File: config.mk
export PLATFORM = sky130hd
export DESIGN_NAME = qdac_regfront
export DESIGN_NICKNAME = d
export VERILOG_FILES = /design/src/rtl/qdac_pkg.sv /design/src/rtl/qdac_sync.sv /design/src/rtl/qdac_decode.sv /design/src/rtl/qdac_chan.sv /design/src/rtl/qdac_rdmux.sv /design/src/rtl/qdac_regfront.sv
export SDC_FILE = /design/constraint.sdc
export NUM_CORES = 1
export LEC_CHECK = 0
export ABC_AREA = 1
export CORE_UTILIZATION = 48
export DETAILED_ROUTE_END_ITERATION = 8
export PLACE_DENSITY_LB_ADDON = 0.1
export SYNTH_ARGS = -nofsm -noshare
export SYNTH_HDL_FRONTEND = slang
export SYNTH_SLANG_ARGS = --single-unit
File: constraint.sdc
create_clock -name clk -period 1.3 [get_ports clk]
set_input_delay 0.195 -clock clk [delete_from_list [all_inputs] [get_ports clk]]
set_output_delay 0.195 -clock clk [all_outputs]
set_load 0.01 [all_outputs]
File: src/rtl/qdac_pkg.sv
// Package: shared sizes and helpers for the quad DAC register front end.
// Assumes a single clock domain. All host pins are asynchronous to it.
package qdac_pkg;
    localparam int CODE_W     = 12;   // converter resolution
    localparam int NUM_CH     = 4;    // channel count
    localparam int SYNC_DEPTH = 2;    // synchronizer stages on host pins

    // Synchronized host controls after the input stage
    typedef struct packed {
        logic sel_n;
        logic rw_read;
        logic xfer_n;
        logic clear_n;
        logic midscale;
    } host_ctrl_t;

    localparam int CTRL_W = $bits(host_ctrl_t);

    // Idle control levels: deselected, write, no transfer, no clear, zero scale
    localparam host_ctrl_t CTRL_IDLE = '{sel_n: 1'b1, rw_read: 1'b0,
                                         xfer_n: 1'b1, clear_n: 1'b1,
                                         midscale: 1'b0};

    // Value placed in both register banks by a clear
    function automatic logic [CODE_W-1:0] clear_value(input logic mid);
        logic [CODE_W-1:0] v;
        v = '0;
        v[CODE_W-1] = mid;
        return v;
    endfunction
endpackage

File: src/rtl/qdac_sync.sv
// Module: multi-stage synchronizer for a bundle of asynchronous inputs.
// Each bit has its own reset level, so that idle controls come out
// inactive after reset. Assumes the bits of the bundle are sampled
// together. No skew correction between bits is attempted.
module qdac_sync #(
    parameter int               WIDTH   = 8,
    parameter int               STAGES  = 2,
    parameter logic [WIDTH-1:0] RST_VAL = '0
) (
    input  logic             clk,
    input  logic             rst_n,
    input  logic [WIDTH-1:0] d_async,
    output logic [WIDTH-1:0] q_sync
);
    logic [WIDTH-1:0] stage_q [STAGES];

    genvar s;
    generate
        for (s = 0; s < STAGES; s++) begin : g_stage
            if (s == 0) begin : g_first
                // First stage: capture the raw pins
                always_ff @(posedge clk) begin
                    if (!rst_n) stage_q[0] <= RST_VAL;
                    else        stage_q[0] <= d_async;
                end
            end else begin : g_next
                // Later stages: shift toward the output
                always_ff @(posedge clk) begin
                    if (!rst_n) stage_q[s] <= RST_VAL;
                    else        stage_q[s] <= stage_q[s-1];
                end
            end
        end
    endgenerate

    assign q_sync = stage_q[STAGES-1];
endmodule

File: src/rtl/qdac_decode.sv
// Module: decodes synchronized host controls into per-channel strobes.
// The clear input masks every other strobe. Select low together with a
// transfer targets one channel. A transfer alone targets all channels.
module qdac_decode
    import qdac_pkg::*;
#(
    parameter int NCH = NUM_CH,
    parameter int AW  = (NCH > 1) ? $clog2(NCH) : 1
) (
    input  host_ctrl_t     ctrl,
    input  logic [AW-1:0]  addr,
    output logic           clear_en,
    output logic           read_en,
    output logic [NCH-1:0] write_en,
    output logic [NCH-1:0] load_en
);
    logic [NCH-1:0] addr_hot;
    logic           access_ok;
    logic           write_any;
    logic           load_one;
    logic           load_all;

    // Clear has priority; the remaining decode is gated by it
    always_comb begin
        clear_en  = !ctrl.clear_n;
        access_ok = !ctrl.sel_n && !clear_en;
        read_en   = access_ok &&  ctrl.rw_read;
        write_any = access_ok && !ctrl.rw_read;
        load_one  = access_ok && !ctrl.xfer_n;
        load_all  = ctrl.sel_n && !ctrl.xfer_n && !clear_en;
    end

    genvar c;
    generate
        for (c = 0; c < NCH; c++) begin : g_lane
            // One-hot address match and the per-lane strobes
            always_comb begin
                addr_hot[c] = (addr == AW'(c));
                write_en[c] = write_any && addr_hot[c];
                load_en[c]  = load_all || (load_one && addr_hot[c]);
            end
        end
    endgenerate
endmodule

File: src/rtl/qdac_chan.sv
// Module: one converter channel with a staging register and a live register.
// Assumes the strobes come from qdac_decode, so that clear never coincides
// with write or load. A write in the same cycle as a load passes straight
// through to the live register.
module qdac_chan #(
    parameter int W = 12
) (
    input  logic         clk,
    input  logic         rst_n,
    input  logic         clear_en,
    input  logic [W-1:0] clear_val,
    input  logic         write_en,
    input  logic         load_en,
    input  logic [W-1:0] wdata,
    output logic [W-1:0] stage_q,
    output logic [W-1:0] live_q
);
    logic [W-1:0] stage_next;

    // Value the staging register holds after this cycle
    always_comb begin
        stage_next = write_en ? wdata : stage_q;
    end

    // Staging register: written by the host, set by clear
    always_ff @(posedge clk) begin
        if (!rst_n)        stage_q <= '0;
        else if (clear_en) stage_q <= clear_val;
        else               stage_q <= stage_next;
    end

    // Live register: loaded by transfer, set by clear
    always_ff @(posedge clk) begin
        if (!rst_n)        live_q <= '0;
        else if (clear_en) live_q <= clear_val;
        else if (load_en)  live_q <= stage_next;
    end
endmodule

File: src/rtl/qdac_rdmux.sv
// Module: read-back multiplexer for the staging registers.
// Output is zero unless a read is decoded, so the bus value is defined
// whenever it is enabled and quiet otherwise.
module qdac_rdmux #(
    parameter int W   = 12,
    parameter int NCH = 4,
    parameter int AW  = (NCH > 1) ? $clog2(NCH) : 1
) (
    input  logic [NCH*W-1:0] stage_flat,
    input  logic [AW-1:0]    addr,
    input  logic             read_en,
    output logic [W-1:0]     rdata,
    output logic             oe
);
    // Pick the addressed lane and gate it with the read decode
    always_comb begin
        rdata = '0;
        for (int i = 0; i < NCH; i++) begin
            if (read_en && addr == AW'(i)) rdata = stage_flat[i*W +: W];
        end
        oe = read_en;
    end
endmodule

File: src/rtl/qdac_regfront.sv
// Module: top of the quad DAC register front end.
// Synchronizes the host pins, decodes them, and holds the two register
// banks. Every host action lands on the third rising edge after the pins
// change (two synchronizer stages, then the register).
module qdac_regfront
    import qdac_pkg::*;
#(
    parameter int W   = CODE_W,
    parameter int NCH = NUM_CH,
    parameter int AW  = (NCH > 1) ? $clog2(NCH) : 1
) (
    input  logic             clk,
    input  logic             rst_n,
    input  logic             sel_n,
    input  logic             rw_read,
    input  logic             xfer_n,
    input  logic             clear_n,
    input  logic             midscale_sel,
    input  logic [AW-1:0]    reg_addr,
    input  logic [W-1:0]     bus_wdata,
    output logic [W-1:0]     bus_rdata,
    output logic             bus_oe,
    output logic [NCH*W-1:0] dac_codes
);
    localparam int BUNDLE_W = CTRL_W + AW + W;
    localparam logic [BUNDLE_W-1:0] BUNDLE_IDLE = {CTRL_IDLE, {AW{1'b0}}, {W{1'b0}}};

    logic [BUNDLE_W-1:0] raw_bundle;
    logic [BUNDLE_W-1:0] syn_bundle;
    host_ctrl_t          ctrl_s;
    logic [AW-1:0]       addr_s;
    logic [W-1:0]        data_s;

    logic                clear_en;
    logic                read_en;
    logic [NCH-1:0]      write_en;
    logic [NCH-1:0]      load_en;
    logic [W-1:0]        clear_val;
    logic [NCH*W-1:0]    stage_flat;

    // Gather the host pins into one bundle for synchronization
    always_comb begin
        raw_bundle = {sel_n, rw_read, xfer_n, clear_n, midscale_sel, reg_addr, bus_wdata};
    end

    qdac_sync #(
        .WIDTH   (BUNDLE_W),
        .STAGES  (SYNC_DEPTH),
        .RST_VAL (BUNDLE_IDLE)
    ) sync_i (
        .clk     (clk),
        .rst_n   (rst_n),
        .d_async (raw_bundle),
        .q_sync  (syn_bundle)
    );

    // Split the synchronized bundle back into fields
    always_comb begin
        ctrl_s    = host_ctrl_t'(syn_bundle[BUNDLE_W-1 -: CTRL_W]);
        addr_s    = syn_bundle[W +: AW];
        data_s    = syn_bundle[W-1:0];
        clear_val = clear_value(ctrl_s.midscale);
    end

    qdac_decode #(
        .NCH (NCH),
        .AW  (AW)
    ) decode_i (
        .ctrl     (ctrl_s),
        .addr     (addr_s),
        .clear_en (clear_en),
        .read_en  (read_en),
        .write_en (write_en),
        .load_en  (load_en)
    );

    genvar c;
    generate
        for (c = 0; c < NCH; c++) begin : g_ch
            qdac_chan #(
                .W (W)
            ) chan_i (
                .clk       (clk),
                .rst_n     (rst_n),
                .clear_en  (clear_en),
                .clear_val (clear_val),
                .write_en  (write_en[c]),
                .load_en   (load_en[c]),
                .wdata     (data_s),
                .stage_q   (stage_flat[c*W +: W]),
                .live_q    (dac_codes[c*W +: W])
            );
        end
    endgenerate

    qdac_rdmux #(
        .W   (W),
        .NCH (NCH),
        .AW  (AW)
    ) rdmux_i (
        .stage_flat (stage_flat),
        .addr       (addr_s),
        .read_en    (read_en),
        .rdata      (bus_rdata),
        .oe         (bus_oe)
    );
endmodule

### Word level (Yosys, flattened, before mapping)

Memories as Yosys holds them, arrays and structs flattened.
Index checks and enable logic that the tools add are counted.

| operators by class | value |
|---|---|
| equal/unequal tests | 7 |
| multiplexer cells | 24 |
| bitwise gates (word level) | 2 |
| reduce and logical (&&, ||, !) cells | 27 |

Operators with widths:

| kind | count |
|---|---|
| 2-to-1 mux 12 bit | 20 |
| 2-to-1 mux 19 bit | 2 |
| logical AND 1 bit | 18 |
| != test 2 x 1 -> 1 bit, second input constant | 4 |
| == test 2 bit, second input constant | 2 |
| logical OR 1 bit | 4 |
| zero test 1 bit | 3 |
| == test 2 x 1 -> 1 bit, second input constant | 1 |
| zero test 2 bit | 1 |
| 2-to-1 mux 1 bit | 2 |
| bitwise OR 1 bit | 2 |
| AND reduction 2 bit | 1 |

| word-level totals | value |
|---|---|
| register bits after elaboration | 96 |
| bits in writable memories | 38 |
| memories kept | 1 |
| logic and storage cells | 77 |
| bits of input ports | 21 |

Memory list:

| name | words | bits a word | rd ports | clocked after Yosys merged registers in | wr ports | RTL line | RTL |
|---|---|---|---|---|---|---|---|
| sync_i.stage_q | 2 | 19 | 2 | 0 | 2 | qdac_sync.sv:15 | `logic [WIDTH-1:0] stage_q [STAGES];` |

### Longest topological paths before layout

Gate-level depths: netlist (run 1).
An unclocked memory read counts as a cell.

| depth | value |
|---|---|
| depth in word-level cells | 9 |
| depth in mapped cells | 9 |
| gate-level depth less buffers | 8 |

### By module

From an unflattened synthesis (run 1), not the netlist that was laid out.

| unflattened totals | value |
|---|---|
| cells, all modules | 756 |
| area, all modules | 6,229.7 µm² |

Modules (own cells, without submodules):

| module | area an instance (µm²) | cells an instance | instances |
|---|---|---|---|
| qdac_chan | 1,129.8 | 133 | 4 |
| qdac_sync | 1,081.0 | 118 | 1 |
| qdac_rdmux | 523.0 | 82 | 1 |
| qdac_decode | 102.6 | 23 | 1 |
| qdac_regfront | 3.8 | 1 | 1 |

### Least setup slack after synthesis (run 1)

Ideal clock, no wire load.

| path | value |
|---|---|
| path type | register -> output |
| from | memory sync_i.stage_q[1][18] (netlist bit) |
| to | output bus_rdata[0] |
| stages on the path, launching flop included | 9 |
| path buffers | 1 |
| data arrival time | 1.182 ns |
| required time | 1.105 ns |
| setup slack | -0.077 ns |
| path through | dfxtp_1 inv_1 nand2_1 nor2_1 nand2_1 inv_1 buf_2 nand2_1 nand4_1 |

RTL lines:

| element | RTL line | RTL |
|---|---|---|
| from (decl) | qdac_sync.sv:15 |  |
| to (decl) | qdac_regfront.sv:21 | `output logic [W-1:0] bus_rdata,` |

==> impl_metrics.env, run 1 <==
export IMPL_area_growth_pct=59.5
export IMPL_worstReg2RegEnd="g_ch[2].chan_i.stage_q[6]"
export IMPL_critPathMaxFanout=11
export IMPL_dr_wl_met3_mm=1.04
export IMPL_fmax_ghz=0.492
export IMPL_vias=5261
export IMPL_stdcell_count=982
export IMPL_clkTransAtPathRegs_ps=60
export IMPL_netlist_area_um2=5250
export IMPL_yosysSeqAreaShare_pct=51.1
export IMPL_cts_root_buffer="clkbuf_8"
export IMPL_p_per_area_nw_per_um2=1190
export IMPL_min_path_type="input port to register"
export IMPL_startpoint_type="register"
export IMPL_ios=82
export IMPL_place_ws_ps=-557
export IMPL_setup_viol=108
export IMPL_critical_path_cell_chain="inv_1, nand2_1, nor2_2, nand2_2, inv_2, buf_12, nand2_1, nand4_1, buf_2"
export IMPL_worstPathArrival_ps=1840
export IMPL_grt_remaining_overflow=0
export IMPL_rsz0062_at_grt="yes"
export IMPL_cp_end_kind="output port"
export IMPL_avgRoutedWirePerCell_um=18.2
export IMPL_setup_ws_ps=-734
export IMPL_worst_pin_slew_ps=418
export IMPL_wirelength_mm=17.9
export IMPL_drtAntennaViolNets=0
export IMPL_synth_nets=724
export IMPL_gp_congestion=0.883
export IMPL_max_clock_path_buffers=2
export IMPL_drive_above_1_share_pct=39.8
export IMPL_row_count=37
export IMPL_cp_buffers_inverters=4
export IMPL_leakage_nw=4.04
export IMPL_die_area_um2=11400
export IMPL_numCtsBuffers=17
export IMPL_synthCells=703
export IMPL_ir_worst_vdd_mv=1.11
export IMPL_portBuffers=81
export IMPL_grt_pass1_wl_mm=25.8
export IMPL_holdPathEnd="sync_i.stage_q[0][6]"
export IMPL_critical_path_top_delay_family="simple AND/OR/NAND/NOR gates"
export IMPL_maxCapViolations=0
export IMPL_layout_nets=854
export IMPL_finalCritPeriodShare_pct=156
export IMPL_crit_path_top_delay_cell="dfxtp_4"
export IMPL_final_common_cell="inv_1"
export IMPL_antenna_found_initial=0
export IMPL_top_layer="met4"
export IMPL_r2r_slack_ps=-310
export IMPL_ys_ff_latch=134
export IMPL_grt_pass1_vias=4918
export IMPL_cts_sinks=134
export IMPL_layout_common_cells="inv_1 (148), nand2_1 (117), dfxtp_1 (110)"
export IMPL_initial_core_util_pct=50.2
export IMPL_maxSlewViolCount=0
export IMPL_vias_per_cell=5.36
export IMPL_dp_cells=911
export IMPL_cp_required_ps=1110
export IMPL_syn_avg_cell_area_um2=7.47
export IMPL_synth_cell_types=22
export IMPL_hold_viol_final=0
export IMPL_first_pass_iters=5
export IMPL_dr_wl_met2_mm=9.06
export IMPL_die_h_um=107
export IMPL_r2r_worst_path_cells=8
export IMPL_status="complete, but fails checks"
export IMPL_clk_latency_ps=530
export IMPL_grt_usage_pct=30.3
export IMPL_cpPeakStageDelay_ps=360
export IMPL_die_w_um=107
export IMPL_crit_top_cell="nand2_1"
export IMPL_core_area_um2=10500
export IMPL_cts_tree="built"
export IMPL_htreeDepth=4
export IMPL_hold_path_startpoint="bus_wdata[6]"
export IMPL_slew_headroom_pct=72.1
export IMPL_period_needed_ps=2030
export IMPL_antenna_cells=0
export IMPL_wl_met1_mm=7.05
export IMPL_timing_worst_setup_path_type="register to output port"
export IMPL_fin_skew_ps=6.07
export IMPL_violations="negative setup slack"
export IMPL_r2r_start="sync_i.stage_q[1][13]"
export IMPL_synth_warnings=0
export IMPL_grt_max_degree=33
export IMPL_dp_hpwl_mm=9.90
export IMPL_whs_path_depth=3
export IMPL_initialDrtViolationCount=413
export IMPL_drc=0
[area by class of cell]
cell class              instances  area (um2)
flip-flops and latches        134        2720
multi-input cells             376        2600
fillers                       673        2080
repair buffers                150        1740
inverters                     154         581
clock buffers                  18         418
well taps                     136         170
clock inverters                14         153
[repair_timing]
item | CTS | global route
setup endpoints to repair | 156 | 148
pin swaps | 20 | 18
resized for setup | 358 | 118
buffers inserted | 20 | 7
hold buffers | 1 | 0
endpoints found under the hold margin | 5 | 0
cloned | 11 | 6
[power by group]
group / total (mW) / switching (mW) / internal (mW) / leakage, nW
clock network: 4.66 / 1.92 / 2.75 / 0.268
logic: 0.970 / 0.535 / 0.434 / 2.67
registers: 4.30 / 0.0613 / 4.24 / 1.10
[worst register-to-register path, cell delays in order (launching register included)]
cell,delay (ps)
dfxtp_4,380
inv_2,50
nor2_4,120
buf_4,180
nand3_4,150
buf_12,170
buf_16,140
o21ai_4,150
and3_1,210
[routing by layer]
| metal | track usage, % | up-vias |
|---|---|---|
| met5 | 0 | - |
| met4 | 15.3 | 0 |
| met3 | 5.71 | 56 |
| met2 | 52.7 | 216 |
| met1 | 35.7 | 2538 |
| li1 | - | 2451 |
[through the flow]
| step | util (%) | instance area, um2 | total power [mW] | setup TNS (ps) | hold slack [ps] |
|---|---|---|---|---|---|
| 2_1_floorplan | - | 5310 | 4.70 | 0 | 293 |
| 3_3_place_gp | 61.6 | 6440 | 5.02 | -11650 | 395 |
| 3_5_place_dp | 61.6 | 6440 | 5.04 | -14560 | 396 |
| 4_1_cts | 76.8 | 8040 | 9.78 | -23900 | 176 |
| 5_1_grt | 80.1 | 8380 | 10.2 | -33630 | 202 |
| 6_report | 80.1 | 8380 | 9.93 | -27550 | 190 |
[flip-flops by register name, indices dropped and copies added (netlist names)]
signal	count
g_ch.chan_i.live_q	48
sync_i.stage_q	38
g_ch.chan_i.stage_q	48
[synth_stat cells]
cell type	instances	area [um2]
a21oi_1	48	240
and3_1	44	275
buf_1	3	11.3
buf_2	17	85.1
buf_6	2	22.5
clkbuf_1	17	63.8
dfxtp_1	134	2680
inv_1	153	574
inv_2	1	3.75
nand2_1	144	541
nand3_1	12	60.1
nand3_2	4	40.0
nand3b_1	3	22.5
nand4_1	11	68.8
nor2_1	8	30.0
nor2_2	1	6.26
nor2_4	1	11.3
o2111ai_1	1	8.76
o21ai_0	29	145
o21ai_1	63	315
o21ai_2	1	8.76
or2_2	6	37.5
[kinds of logic (layout without fill, tap and decap cells)]
family | Yosys count | after routing | share of synthesized area [%]
AO/OA/AOI/OAI | 142 | 142 | 13.7
buffers and inverters | 193 | 336 | 14.5
flip-flops | 134 | 134 | 51.1
AND/OR/NAND/NOR | 234 | 234 | 20.8
[worst max path at each step]
stage	from	cells past startpoint	to
2_1_floorplan	sync_i.stage_q[1][18]	8	bus_rdata[0]
3_5_place_dp	sync_i.stage_q[1][15]	7	bus_rdata[11]
3_3_place_gp	sync_i.stage_q[1][15]	7	bus_rdata[11]
4_1_cts	sync_i.stage_q[1][15]	8	bus_rdata[0]
5_1_grt	sync_i.stage_q[1][18]	9	bus_rdata[5]
6_report	sync_i.stage_q[1][18]	9	bus_rdata[9]
Note: power is estimated with default switching activity, not from simulation.
==> run 2: changes to the inputs <==
- ABC_AREA: 1 -> default
- CORE_UTILIZATION: 48 -> 47
==> run 2 against run 1 <==
Effect of this change: final cell count down 24%; worst setup slack worse by 41 ps; sequential power up 0.9%; the run still ends with negative setup slack left; area after synthesis down 8.9%; critical path type unchanged; worst hold slack better by 41 ps; critical endpoint is now bus_rdata[1]; global-route usage down 1.7 points; synthesized cell count down 34%; via count down 21%; largest power group unchanged.
==> impl_metrics.env, run 2 <==
export IMPL_fin_skew_ps=12.4
export IMPL_cp_buffers_inverters=3
export IMPL_wirelength_mm=15.9
export IMPL_numCtsBuffers=17
export IMPL_ios=82
export IMPL_critical_path_cell_chain="nand3b_1, buf_6, buf_4, nor2_4, a22oi_1, nand2_1, buf_2"
export IMPL_synth_nets=486
export IMPL_synthFlopType="dfxtp_1"
export IMPL_synthTopCellsByArea="dfxtp_1 (56%), mux2i_1 (9.2%), a21oi_1 (5.0%)"
export IMPL_total_power_mw=9.73
export IMPL_die_w_um=103
export IMPL_syn_avg_cell_area_um2=10.3
export IMPL_slew_headroom_pct=67.6
export IMPL_setup_viol=109
export IMPL_antenna_found_initial=0
export IMPL_antenna_cells=0
export IMPL_layout_nets=622
export IMPL_synth_warnings=0
export IMPL_ir_worst_vdd_mv=0.916
export IMPL_synthCells=465
export IMPL_cts_sinks=134
export IMPL_max_clock_path_buffers=2
export IMPL_status="complete, but fails checks"
export IMPL_worst_pin_slew_ps=486
export IMPL_maxCapViolations=0
export IMPL_ys_ff_latch=134
export IMPL_cts_tree="built"
export IMPL_avgRoutedWirePerCell_um=21.3
export IMPL_grt_usage_pct=28.6
export IMPL_fmax_ghz=0.482
export IMPL_crit_path_top_delay_cell="dfxtp_2"
export IMPL_top_regs="g_ch.chan_i.live_q: 48 flops, g_ch.chan_i.stage_q: 48 flops, sync_i.stage_q: 38 flops"
export IMPL_vias_per_cell=5.55
export IMPL_netlist_area_um2=4790
export IMPL_grt_remaining_overflow=0
export IMPL_area_growth_pct=59.9
export IMPL_setup_ws_ps=-775
export IMPL_period_needed_ps=2070
export IMPL_yosys_cell_count_top_type="dfxtp_1"
export IMPL_synth_top_area_cell="dfxtp_1"
export IMPL_worstPathArrival_ps=1880
export IMPL_synth_common_cells="dfxtp_1 (134), nor2_1 (50), a21oi_1 (48)"
export IMPL_layout_common_cells="dfxtp_1 (119), nor2_1 (41), mux2i_4 (39)"
export IMPL_maxSlewViolCount=0
export IMPL_drive_above_1_share_pct=47.6
export IMPL_cp_required_ps=1110
export IMPL_leakage_nw=2.96
export IMPL_timing_worst_setup_path_type="register to output port"
export IMPL_final_common_cell="dfxtp_1"
export IMPL_die_area_um2=10600
export IMPL_finalCritPeriodShare_pct=160
export IMPL_yosysSeqAreaShare_pct=56.0
export IMPL_synth_cell_types=33
export IMPL_drc=0
export IMPL_fillCellCount=609
export IMPL_row_count=36
export IMPL_critPathMaxFanout=5
export IMPL_grt_max_degree=49
export IMPL_hold_viol_final=0
export IMPL_startpoint_type="register"
export IMPL_initialDrtViolationCount=318
export IMPL_htreeDepth=4
export IMPL_initial_core_util_pct=48.8
export IMPL_die_h_um=103
export IMPL_clk_latency_ps=520
export IMPL_hold_buffers=0
export IMPL_stdcell_count=747
export IMPL_clkTransAtPathRegs_ps=60
export IMPL_async_reset_ff_share_pct=0
export IMPL_violations="negative setup slack"
export IMPL_gp_congestion=0.872
export IMPL_drtAntennaViolNets=0
export IMPL_core_area_um2=9820
export IMPL_grt_pass1_vias=3948
export IMPL_first_pass_iters=5
export IMPL_min_path_type="input port to register"
export IMPL_dp_cells=681
export IMPL_cpPeakStageDelay_ps=330
export IMPL_cp_end_kind="output port"
export IMPL_critical_path_top_delay_family="simple AND/OR/NAND/NOR gates"
export IMPL_portBuffers=81
export IMPL_dp_hpwl_mm=8.22
export IMPL_rsz0062_at_grt="yes"
export IMPL_synth_edf_count=0
export IMPL_timing_hold_ws_ps=230
export IMPL_p_per_area_nw_per_um2=1270
export IMPL_grt_pass1_wl_mm=22.0
export IMPL_synth_top_area_share_pct=56.0
export IMPL_cts_root_buffer="clkbuf_8"
export IMPL_vias=4149
## run 2: cell count changes in the layout (fill, tap and decap cells not counted), moves of 39 or more
cell     delta
o21ai_2    -45
nand2_1   -107
inv_1     -144
mux2i_4    +39
and3_1     -43
nor2_1     +40
## run 2: power by group
group | leakage [nW] | total (mW) | internal, mW | switching, mW
logic | 1.60 | 0.797 | 0.404 | 0.393
clock network | 0.261 | 4.59 | 2.59 | 2.00
registers | 1.10 | 4.34 | 4.24 | 0.105
total | 2.96 | 9.73 | 7.23 | 2.50
## run 2: metrics by stage
| stage | cell area, um2 | util, % | setup TNS, ps | setup slack [ps] |
|---|---|---|---|---|
| 4_1_cts | 7340 | 74.8 | -24950 | -667 |
| 5_1_grt | 7660 | 78.0 | -35760 | -805 |
| 2_1_floorplan | 4860 | - | -1620 | -84.6 |
| 6_report | 7660 | 78.0 | -31540 | -775 |
| 3_3_place_gp | 5990 | 61.0 | -30320 | -542 |
| 3_5_place_dp | 5990 | 61.0 | -31500 | -585 |
## run 2: what timing repair did
action                                  in CTS  in global routing
resized for setup                          299                134
buffers inserted                            18                 11
hold endpoints to repair                     0                  0
pin swaps                                   37                 31
endpoints found under the setup margin     156                151
gates cloned                                 7                  0
## run 2: cell families (layout without fill, tap and decap cells)
group                  after synthesis  after routing  share of synthesized area, %
AO/OA/AOI/OAI                      115            115                          13.4
multiplexers                        52             52                          13.0
AND/OR/NAND/NOR                    127            127                          13.7
flip-flops                         134            134                          56.0
buffers and inverters               37            186                          3.89
## run 2: layer usage
layer  track usage, %  vias up  routed length, um
met5                0        -                  0
met4             11.6        0                589
met3             6.37       51                877
met2             46.9      181               7760
met1             36.8     2028               6710
li1                 -     1889                  -
## run 2: path summary, 6_finish.rpt
| kind | start | end | slack [ps] | cells after the start |
|---|---|---|---|---|
| max reg2reg | sync_i.stage_q[1][13] | g_ch[2].chan_i.live_q[11] | -350 | 7 |
| min reg2reg | sync_i.stage_q[0][16] | sync_i.stage_q[1][16] | 410 | 1 |
| min | xfer_n | sync_i.stage_q[0][16] | 230 | 2 |
| max | sync_i.stage_q[1][18] | bus_rdata[1] | -770 | 7 |
## run 2: area by class of cell
cell class | instances | area (um2) | share of cell area [%]
clock inverters | 14 | 141 | 1.85
flip-flops and latches | 134 | 2700 | 35.3
clock buffers | 18 | 418 | 5.46
repair buffers | 149 | 1410 | 18.4
multi-input cells | 294 | 2800 | 36.5
inverters | 5 | 18.8 | 0.245
well taps | 133 | 166 | 2.17
